`src/rtl/scan_pkg.sv`:
```
package scan_pkg;

  typedef enum logic [1:0] {
    MODE_SYSTEM = 2'b00,
    MODE_INTEST = 2'b01,
    MODE_EXTEST = 2'b10,
    MODE_RSVD   = 2'b11
  } scan_mode_e;

endpackage

```
`src/rtl/scan_rst_sync.sv`:
```
module scan_rst_sync #(
  parameter int STAGES = 2
) (
  input  logic clk,
  input  logic rst_n,
  output logic rst_q_n
);

  logic [STAGES-1:0] sync_q;
  logic [STAGES-1:0] sync_d;

  always_comb begin
    sync_d = {sync_q[STAGES-2:0], 1'b1};
  end

  always_ff @(posedge clk or negedge rst_n) begin
    if (!rst_n) sync_q <= '0;
    else        sync_q <= sync_d;
  end

  assign rst_q_n = sync_q[STAGES-1];

endmodule

```
`src/rtl/scan_chain_reg.sv`:
```
module scan_chain_reg #(
  parameter int N_IN  = 64,
  parameter int N_OUT = 41,
  localparam int LEN  = N_IN + N_OUT
) (
  input  logic           clk,
  input  logic           rst_n,
  input  logic           cap_en,
  input  logic           shf_en,
  input  logic           ser_in,
  input  logic [LEN-1:0] cap_data,
  output logic [LEN-1:0] bits_q
);

  logic [LEN-1:0] bits_d;
  logic           load_en;

  // capture outranks shift; neither means hold
  always_comb begin
    load_en = cap_en | shf_en;
    if (cap_en) bits_d = cap_data;
    else        bits_d = {bits_q[LEN-2:0], ser_in};
  end

  always_ff @(posedge clk or negedge rst_n) begin
    if (!rst_n)       bits_q <= '0;
    else if (load_en) bits_q <= bits_d;
  end


  capture_wins_chk: assert property (@(posedge clk) disable iff (!rst_n)
    cap_en |=> (bits_q == $past(cap_data)));


  shift_step_chk: assert property (@(posedge clk) disable iff (!rst_n)
    (shf_en && !cap_en) |=> ((bits_q[0] == $past(ser_in)) &&
                             (bits_q[LEN-1:1] == $past(bits_q[LEN-2:0]))));


  idle_hold_chk: assert property (@(posedge clk) disable iff (!rst_n)
    (!shf_en && !cap_en) |=> $stable(bits_q));

endmodule

```
`src/rtl/scan_pin_mux.sv`:
```
module scan_pin_mux #(
  parameter int N_IN  = 64,
  parameter int N_OUT = 41
) (
  input  scan_pkg::scan_mode_e mode,
  input  logic [N_IN-1:0]      sys_in,
  input  logic [N_IN-1:0]      ser_in_cells,
  input  logic [N_OUT-1:0]     core_out,
  input  logic [N_OUT-1:0]     ser_out_cells,
  output logic [N_IN-1:0]      core_in,
  output logic [N_OUT-1:0]     sys_out
);
  import scan_pkg::*;

  logic drive_core;
  logic drive_sys;

  always_comb begin
    drive_core = (mode == MODE_INTEST);
    drive_sys  = (mode == MODE_EXTEST);
  end

  for (genvar i = 0; i < N_IN; i++) begin : g_in_cell
    assign core_in[i] = drive_core ? ser_in_cells[i] : sys_in[i];
  end

  for (genvar j = 0; j < N_OUT; j++) begin : g_out_cell
    assign sys_out[j] = drive_sys ? ser_out_cells[j] : core_out[j];
  end

endmodule

```
`src/rtl/scan_ring.sv`:
```
module scan_ring #(
  parameter int N_IN  = 64,
  parameter int N_OUT = 41
) (
  input  logic             clk,
  input  logic             rst_n,
  input  logic             cap_en,
  input  logic             shf_en,
  input  logic [1:0]       mode_sel,
  input  logic             scan_in,
  output logic             scan_out,
  input  logic [N_IN-1:0]  sys_in,
  output logic [N_IN-1:0]  core_in,
  input  logic [N_OUT-1:0] core_out,
  output logic [N_OUT-1:0] sys_out
);
  import scan_pkg::*;

  localparam int LEN = N_IN + N_OUT;

  logic           rst_q_n;
  logic [LEN-1:0] cells_q;
  scan_mode_e     mode_q;
  scan_mode_e     mode_d;

  scan_rst_sync #(.STAGES(2)) u_rst (
    .clk     (clk),
    .rst_n   (rst_n),
    .rst_q_n (rst_q_n)
  );

  // reserved code folds onto SYSTEM
  always_comb begin
    mode_d = scan_mode_e'(mode_sel);
    if (mode_d == MODE_RSVD) mode_d = MODE_SYSTEM;
  end

  always_ff @(posedge clk or negedge rst_q_n) begin
    if (!rst_q_n) mode_q <= MODE_SYSTEM;
    else          mode_q <= mode_d;
  end

  scan_chain_reg #(.N_IN(N_IN), .N_OUT(N_OUT)) u_chain (
    .clk      (clk),
    .rst_n    (rst_q_n),
    .cap_en   (cap_en),
    .shf_en   (shf_en),
    .ser_in   (scan_in),
    .cap_data ({core_out, sys_in}),
    .bits_q   (cells_q)
  );

  scan_pin_mux #(.N_IN(N_IN), .N_OUT(N_OUT)) u_mux (
    .mode          (mode_q),
    .sys_in        (sys_in),
    .ser_in_cells  (cells_q[N_IN-1:0]),
    .core_out      (core_out),
    .ser_out_cells (cells_q[LEN-1:N_IN]),
    .core_in       (core_in),
    .sys_out       (sys_out)
  );

  assign scan_out = cells_q[LEN-1];


  intest_follow_chk: assert property (@(posedge clk) disable iff (!rst_q_n)
    (mode_q == MODE_INTEST && mode_sel == 2'b01 && shf_en && !cap_en)
      |=> (core_in[0] == $past(scan_in)));


  extest_follow_chk: assert property (@(posedge clk) disable iff (!rst_q_n)
    (mode_q == MODE_EXTEST && mode_sel == 2'b10 && shf_en && !cap_en)
      |=> (sys_out[0] == $past(cells_q[N_IN-1])));

endmodule

```
`config.mk`:
```
export PLATFORM = sky130hd
export DESIGN_NAME = scan_ring
export DESIGN_NICKNAME = d
export VERILOG_FILES = /design/src/rtl/scan_pkg.sv /design/src/rtl/scan_rst_sync.sv /design/src/rtl/scan_chain_reg.sv /design/src/rtl/scan_pin_mux.sv /design/src/rtl/scan_ring.sv
export SDC_FILE = /design/constraint.sdc
export NUM_CORES = 1
export LEC_CHECK = 0
export BUFFER_PORTS_ARGS = -buffer_cell sky130_fd_sc_hd__buf_2
export CAP_MARGIN = 25
export CORE_MARGIN = 2
export CORE_UTILIZATION = 57
export CTS_BUF_LIST = sky130_fd_sc_hd__clkbuf_8
export CTS_CLUSTER_DIAMETER = 80
export DETAILED_ROUTE_END_ITERATION = 10
export GPL_TIMING_DRIVEN = 0
export PLACE_DENSITY = 0.95
export RECOVER_POWER = 25
export SLEW_MARGIN = 20
export SYNTH_ARGS = -nofsm -noshare
export SYNTH_HDL_FRONTEND = slang
export SYNTH_SLANG_ARGS = --single-unit
```
`constraint.sdc`:
```
create_clock -name clk -period 9.6 [get_ports clk]
set_input_delay 0.96 -clock clk [delete_from_list [all_inputs] [get_ports clk]]
set_output_delay 0.96 -clock clk [all_outputs]
set_load 0.005 [all_outputs]
```
==> results_dict.tcl, run 1 <==
set metrics [dict create \
    setup-tns-final_ns 0 \
    crit_family "buffers and inverters" \
    syn-cell-area_mm2 0.006628 \
    peakVddDrop_mv 0.08232 \
    yosys_register_bits 109 \
    total_leakage_power_nw 4.399 \
    wl_um 16360 \
    first_iter_violations 412 \
    setup_viol 0 \
    coreArea_mm2 0.01137 \
    tightest_slew_ns 3.043 \
    path_clk_slew_ns 0.11 \
    post_cts_buffers 0 \
    start_util 0.5829 \
    clkPwrFrac 0.260 \
    critPathMaxStageDelay_ns 2.24 \
    layout_common_cells "226 x buf_2, 109 x dfrtp_1, 105 x mux2i_1, 105 x nand2_1, 100 x mux2_4" \
    crit_path_cell_trace "clkbuf_1" \
    yosys_warnings 0 \
    ios 218 \
    seq_power_share 0.495 \
    avgViaCountPerCell 5.605 \
    antenna_cells 0 \
    synth-seq-area-share 0.4116 \
    power_frac_comb 0.245 \
    dp_cells 940 \
    violations "capacitance limit, slew limit" \
    root_buffer "clkbuf_8" \
    cts-resized-gates 0 \
    grt_use_total 0.2638 \
    grt.overflow.total 0 \
    status "finished with violations" \
    end_kind "asynchronous set/reset pin" \
    holdWs_ns 0.3582 \
    rsz0062_at_grt "no" \
    row_count 39 \
    grt_max_degree 60 \
    synth_cells 581 \
    net-switching-power_mw 0.3238 \
    io_buffers 215 \
    dieArea_mm2 0.01251 \
    crit_type "reg2async" \
    die_y_um 111.8 \
    drcViolationCount 0 \
    drv_slew 110 \
    clock_path_buffers 2 \
    fin_crit_ns 4.559 \
    path_max_fanout 59 \
    holdBufCountCts 0 \
    powerDensity_mw_per_mm2 137.4 \
    dp_hpwl_um 12450 \
    clock_sinks 109 \
    syn_nets 693 \
    hp-class "in2async" \
    h-tree-depth 3 \
    dr.pass1.iters 6 \
    grt_pass1_wl_um 26840 \
    numCtsBuffers 9 \
    wl_per_cell_um 17.11 \
    fin_cells 956 \
    min_period_over_period 0.4749 \
    die_w_um 111.8 \
    hold_viol_final 0 \
    cp-start-kind "register" \
    cp.arrival_ns 4.37 \
    switching_share 0.2914 \
    ant_nets 0 \
    antenna_found_initial 1 \
    grt_pass1_vias 5484 \
    cp_slowest_cell "clkbuf_1" \
    maxCapViolations 2 \
    path_buf_inv 1 \
    clock_latency_ns 0.36 \
    syn2layout_area_growth_pct 22.07 \
    drive_above_1_share 0.4551 \
    avgSynthCellArea_um2 11.41 \
    place_congestion 0.8383 \
    p_int_mw 0.7875 \
    synth_cell_types 14 \
    nets 920 \
    final_common_cell "buf_2" \
    fmax_mhz 219.4 \
    cts_tree "done" \
    crit_required_ns 9.41 \
    clock-skew-final_ns 0.01338 \
    vias 5358 \
    relSlewSlack -1.029 \
    p_total_mw 1.111 \
]
## layer usage
metal / vias to the layer above / track usage / share of wire
met4: 2 / 0.1021 / 0.029
met3: 38 / 0.03919 / 0.054
met1: 2615 / 0.3312 / 0.41
met5: - / 0 / 0.00067
li1: 2489 / - / -
met2: 214 / 0.4606 / 0.51
## stage by stage
stage / setup WS (ns) / util / cell area [µm²]
after floorplan: 6.339 / - / 6628
after global placement: 5.236 / 0.6933 / 7883
after detailed placement: 7.168 / 0.6960 / 7914
after CTS: 6.944 / 0.7142 / 8120
after global routing: 4.075 / 0.7116 / 8090
final: 5.041 / 0.7116 / 8090
## final timing paths
check                       endpoint       startpoint  depth (start not counted)  slack (ns)
max in group clk         core_in[55]        mode_q[1]                          5        6.95
setup / recovery  u_chain.bits_q[27]  u_rst.sync_q[1]                          1        5.04
setup reg to reg  u_chain.bits_q[27]  u_rst.sync_q[1]                          1        5.04
hold reg to reg      u_rst.sync_q[1]  u_rst.sync_q[0]                          0        0.36
hold / removal       u_rst.sync_q[1]            rst_n                          1        0.36
min in group clk     u_rst.sync_q[1]  u_rst.sync_q[0]                          0        0.36
## power groups by stage
stage	clock network [mW]	registers [mW]	logic [mW]
finish	0.289	0.550	0.273
global route	0.310	0.557	0.297
CTS	0.293	0.549	0.275
detailed placement	0	0.558	0.275
global placement	0	0.560	0.259
floorplan	0	0.547	0.176
## flip-flops by register name (all words and copies together), names as in the netlist
register / count
mode_q: 2
u_chain.bits_q: 105
u_rst.sync_q: 2
## cell families (layout without fill, tap and decap cells)
logic type / Yosys count / after routing / synth area share
AOI/OAI and AO/OA: 105 / 105 / 0.07929
DFF: 109 / 109 / 0.4116
other: 1 / 1 / 0.0005658
and+or+nand+nor: 109 / 109 / 0.06324
buffers and inverters: 47 / 279 / 0.05173
muxes: 210 / 210 / 0.3936
## layout make-up
type	instances	area, µm²
well taps	143	178.9
plain buffers	47	342.8
repair buffers	216	1077
clock inverters	6	68.82
multi-input cells	425	3557
fillers	802	3279
clock buffers	10	137.6
flip-flops and latches	109	2728
## cell usage after synthesis
cell      number  area share
o21ai_1       50       0.038
nand2b_1       2      0.0019
buf_2         13      0.0098
buf_4          6      0.0068
mux2_2         5      0.0085
o21ai_0       55       0.042
mux2_4       100        0.23
buf_6         17       0.029
dfrtp_1      109        0.41
mux2i_1      105        0.16
nor2b_1        2      0.0019
nand2_1      105       0.059
conb_1         1     0.00057
clkbuf_1      11      0.0062
(Power assumes the default switching activity.)
==> run 2, diff against run 1 <==
Settings changed: CORE_UTILIZATION 57 to 53, PLACE_DENSITY 0.95 to 0.89.
Clock period 9.6 ns to 4.5 ns, I/O delays scaled along.
==> run 2 against run 1 <==
The run still ends with capacitance limit, slew limit left. Critical endpoint is now u_chain.bits_q[104]. Register-to-register slack got worse by 2.7 ns. First-iteration DRC count is 42% lower. Clock power up 140%.
==> results_dict.tcl, run 2 (synthesis results as in run 1) <==
set metrics [dict create \
    crit_type "reg2async" \
    die_y_um 115.8 \
    min_period_over_period 0.4761 \
    path_max_fanout 54 \
    dr.pass1.iters 4 \
    fin_crit_ns 2.142 \
    ios 218 \
    status "finished with violations" \
    antenna_cells 0 \
    grt_pass1_wl_um 25910 \
    holdCritStartpoint "mode_sel[1]" \
    wl_um 16300 \
    numCtsBuffers 9 \
    first_iter_violations 241 \
    drive_above_1_share 0.4496 \
    cts_tree "done" \
    die_w_um 115.8 \
    ant_nets 0 \
    rsz0062_at_grt "no" \
    violations "capacitance limit, slew limit" \
    antenna_found_initial 0 \
    reg_top3 "u_chain.bits_q (105), mode_q (2), u_rst.sync_q (2)" \
    hold_viol_final 0 \
    r2r_cells 0 \
    cts-resized-gates 0 \
    cp-start-kind "register" \
    powerDensity_mw_per_mm2 300.1 \
    r2r-start "u_rst.sync_q[1]" \
    setup_viol 0 \
    grt_max_degree 55 \
    start_util 0.5472 \
    drcViolationCount 0 \
    fillers 933 \
    place_area_mm2 0.007945 \
    fmax_mhz 466.7 \
    grt.overflow.total 0 \
    end_kind "asynchronous set/reset pin" \
    relSlewSlack -0.4235 \
    whs_path_depth 2 \
    tightest_slew_ns 2.135 \
    dp_hpwl_um 12480 \
    row_count 40 \
    drv_slew 54 \
    regMostFlops "u_chain.bits_q" \
    peakVddDrop_mv 0.1726 \
    grt_use_total 0.2459 \
    nets 921 \
    cp.arrival_ns 2.19 \
    root_buffer "clkbuf_8" \
    syn2layout_area_growth_pct 23.50 \
    clock_path_buffers 2 \
    p_total_mw 2.457 \
    hold_end "mode_q[0]" \
    crit_required_ns 4.54 \
    largest_reg_flops 105 \
    final_common_cell "buf_2" \
    dieArea_mm2 0.01342 \
    maxCapViolations 1 \
    total_leakage_power_nw 4.432 \
    path_clk_slew_ns 0.10 \
    io_buffers 215 \
    grt_pass1_vias 5197 \
    ff2ff_setup_slack_ns 2.36 \
    hp-class "in2reg" \
    vias 5194 \
    h-tree-depth 3 \
    layout_common_cells "223 x buf_2, 109 x dfrtp_1, 105 x mux2i_1, 105 x nand2_1, 100 x mux2_4" \
    avgViaCountPerCell 5.289 \
    stdcell_area_mm2 0.008185 \
    setup-tns-final_ns 0 \
    r2r-end "u_chain.bits_q[104]" \
    coreArea_mm2 0.01211 \
    clock_latency_ns 0.36 \
    place_congestion 0.8162 \
    clock-skew-final_ns 0.01228 \
    clock_sinks 109 \
    wl_per_cell_um 16.60 \
]
[run 2: per-stage QoR]
stage,util,hold slack (ns),cells,worst slack (ns)
after floorplan,-,0.1544,581,1.239
after detailed placement,0.6560,0.2418,965,2.769
after global routing,0.6758,0.2062,982,1.866
after global placement,0.6534,0.2358,964,0.1010
after CTS,0.6767,0.2196,982,2.345
final,0.6758,0.2365,982,2.358
[run 2: how the worst max path moves through the flow]
stage                           to  depth (start not counted)            start  slack, ns
2_1_floorplan            mode_q[0]                          0  u_rst.sync_q[1]       1.24
3_3_place_gp    u_chain.bits_q[19]                          0  u_rst.sync_q[1]       0.10
3_5_place_dp            core_in[1]                          5        mode_q[1]       2.77
4_1_cts                 core_in[1]                          5        mode_q[1]       2.35
5_1_grt         u_chain.bits_q[76]                          0  u_rst.sync_q[1]       1.87
6_report       u_chain.bits_q[104]                          0  u_rst.sync_q[1]       2.36
[run 2: cell type report]
type / count / area (µm²) / area share
Clock buffer: 10 / 137.6 / 0.01681
Buffer: 47 / 337.8 / 0.04127
Tap cell: 168 / 210.2 / 0.02568
Clock inverter: 6 / 102.6 / 0.01253
Timing Repair Buffer: 217 / 1112 / 0.1359
Sequential cell: 109 / 2728 / 0.3332
Multi-Input combinational cell: 425 / 3557 / 0.4346
[run 2: power by group]
| group | internal (mW) | leakage (nW) | switching (mW) | total (mW) |
|---|---|---|---|---|
| Clock | 0.381 | 0.129 | 0.322 | 0.702 |
| Combinational | 0.327 | 2.98 | 0.254 | 0.581 |
| Sequential | 1.08 | 1.33 | 0.0944 | 1.17 |
[run 2: repair_timing]
item                                    CTS  global route
endpoints found under the setup margin    0             0
setup buffers                             0             0
hold buffers                              1             0
endpoints found under the hold margin     2             0
[run 2: per-layer routing]
layer	global-route usage	wire, µm	up-vias	share of wire
met5	0	0	-	0
met4	0.06190	211	0	0.013
met3	0.06067	1211	20	0.074
met2	0.4148	7892	192	0.48
met1	0.3203	6983	2486	0.43
li1	-	-	2496	-
==> run 3, diff against run 2 <==
Clock period 4.5 ns to 2.1 ns, I/O delays scaled along.
==> run 3 against run 2 <==
The run now ends clean. Die area is the same. Combinational power grew 120%. Flip-flop and latch count is the same. Clock power grew 88%. Cell count grew 0.20%. Sequential power grew 120%. Highest routed layer unchanged.
==> results_dict.tcl, run 3 (synthesis results as in run 1) <==
set metrics [dict create \
    largest_reg_flops 105 \
    avgViaCountPerCell 5.318 \
    cp.arrival_ns 1.66 \
    fin_crit_ns 1.874 \
    total_leakage_power_nw 4.397 \
    drv_slew 0 \
    drive_above_1_share 0.4449 \
    wl_um 16450 \
    hold_end "u_chain.bits_q[19]" \
    first_iter_violations 216 \
    rsz0062_at_grt "no" \
    clock_latency_ns 0.36 \
    stdcell_area_mm2 0.008165 \
    crit_path_cell_trace "nand2b_1, buf_6, buf_6, mux2_4, buf_2" \
    grt.overflow.total 0 \
    dieArea_mm2 0.01342 \
    critPathMaxStageDelay_ns 0.35 \
    h-tree-depth 3 \
    row_count 40 \
    clock-skew-final_ns 0.01478 \
    vias 5233 \
    fmax_mhz 533.6 \
    crit_required_ns 1.89 \
    pre_cts_slack_ns 0.5970 \
    start_util 0.5472 \
    clock_path_buffers 2 \
    setup_viol 0 \
    powerDensity_mw_per_mm2 622.4 \
    crit_path_frequent_cell "buf_6" \
    root_buffer "clkbuf_8" \
    r2r-end "u_chain.bits_q[7]" \
    cp_slowest_cell "dfrtp_1" \
    fillers 968 \
    r2r-start "u_rst.sync_q[1]" \
    drcViolationCount 0 \
    hold_viol_final 0 \
    ff2ff_setup_slack_ns 0.73 \
    r2r_cells 1 \
    nets 923 \
    die_y_um 115.8 \
    cp-start-kind "register" \
    clock_sinks 109 \
    final_common_cell "buf_2" \
    grt_use_total 0.2438 \
    hp-class "in2reg" \
    grt_pass1_wl_um 25900 \
    relSlewSlack 0.2156 \
    path_clk_slew_ns 0.10 \
    status "finished clean" \
    holdCritStartpoint "sys_in[19]" \
    grt_pass1_vias 5184 \
    ios 218 \
    final_core_util 0.6742 \
    place_congestion 0.8284 \
    multi_input_area_mm2 0.003557 \
    reg_top3 "u_chain.bits_q (105), mode_q (2), u_rst.sync_q (2)" \
    whs_path_depth 3 \
    regMostFlops "u_chain.bits_q" \
    layout_common_cells "217 x buf_2, 108 x dfrtp_1, 105 x mux2i_1, 105 x nand2_1, 100 x mux2_4" \
    antenna_cells 0 \
    ant_nets 0 \
    cts_tree "done" \
    crit_type "reg2out" \
    dp_cells 965 \
    antenna_found_initial 0 \
    io_buffers 215 \
    coreArea_mm2 0.01211 \
    cts-resized-gates 0 \
    dp_hpwl_um 12550 \
    fin_ws_ns 0.2258 \
    min_period_over_period 0.8925 \
    place_area_mm2 0.007945 \
    die_w_um 115.8 \
    final-seq-area_mm2 0.002729 \
    numCtsBuffers 9 \
    maxCapViolations 0 \
    fin_cells 984 \
    tightest_slew_ns 1.177 \
    end_kind "primary output" \
    grt_max_degree 57 \
    wl_per_cell_um 16.71 \
    path_max_fanout 10 \
    syn2layout_area_growth_pct 23.20 \
    peakVddDrop_mv 0.3982 \
    dr.pass1.iters 4 \
]
run 3: cell types whose count changed in the layout (fill, tap and decap cells not counted), moves of 2 or more:
cell,before,now
clkbuf_1,16,22
inv_6,0,3
o21ai_1,49,38
bufinv_16,3,1
o21ai_0,56,67
dlygate4sd3_1,1,3
inv_1,2,0
buf_2,223,217
run 3: power by group:
group	total [mW]	leakage (nW)	switching (mW)	internal, mW
clock network	1.32	0.104	0.724	0.596
logic	1.25	2.97	0.546	0.700
registers	2.52	1.33	0.205	2.31
run 3: repair_timing:
| action | 4_1_cts | 5_1_grt |
|---|---|---|
| hold buffers | 3 | 0 |
| setup buffers | 0 | 0 |
| hold endpoints to repair | 4 | 0 |
run 3: layer usage:
metal | GRT usage | routed length [µm] | part of all wire
met3 | 0.04707 | 1087 | 0.066
met2 | 0.4222 | 8102 | 0.49
met5 | 0 | 0 | 0
met4 | 0.06190 | 104 | 0.0063
met1 | 0.3163 | 7152 | 0.43
run 3: layout make-up:
type | count | area share
multi-input combinational | 425 | 0.4356
clock inverter | 6 | 0.008428
sequential | 109 | 0.3342
tap | 168 | 0.02574
clock buffer | 10 | 0.01686
timing repair buffer | 219 | 0.1387
buffer | 47 | 0.04045
run 3: worst max path at each step:
stage / start / to
6_report: mode_q[1] / core_in[0]
2_1_floorplan: u_rst.sync_q[1] / mode_q[0]
4_1_cts: mode_q[1] / core_in[0]
3_3_place_gp: u_rst.sync_q[1] / u_chain.bits_q[19]
3_5_place_dp: mode_q[1] / core_in[0]
5_1_grt: mode_q[1] / core_in[7]
run 3: per-stage QoR:
step           TNS (ns)  hold slack (ns)  total power, mW
6_report              0          0.06176            5.082
5_1_grt               0          0.05749            5.336
4_1_cts               0          0.04117            5.133
3_5_place_dp          0        0.0006781            3.805
3_3_place_gp     -42.09       -0.0002965            3.754
2_1_floorplan         0         -0.08559            3.303
run 3: worst max-delay path, delay by kind of cell (launching register included):
family	cells	cell delay [ns]
AND/OR/NAND/NOR	1	0.12
buffers and inverters	3	0.52
multiplexers	1	0.32
flip-flops	1	0.35
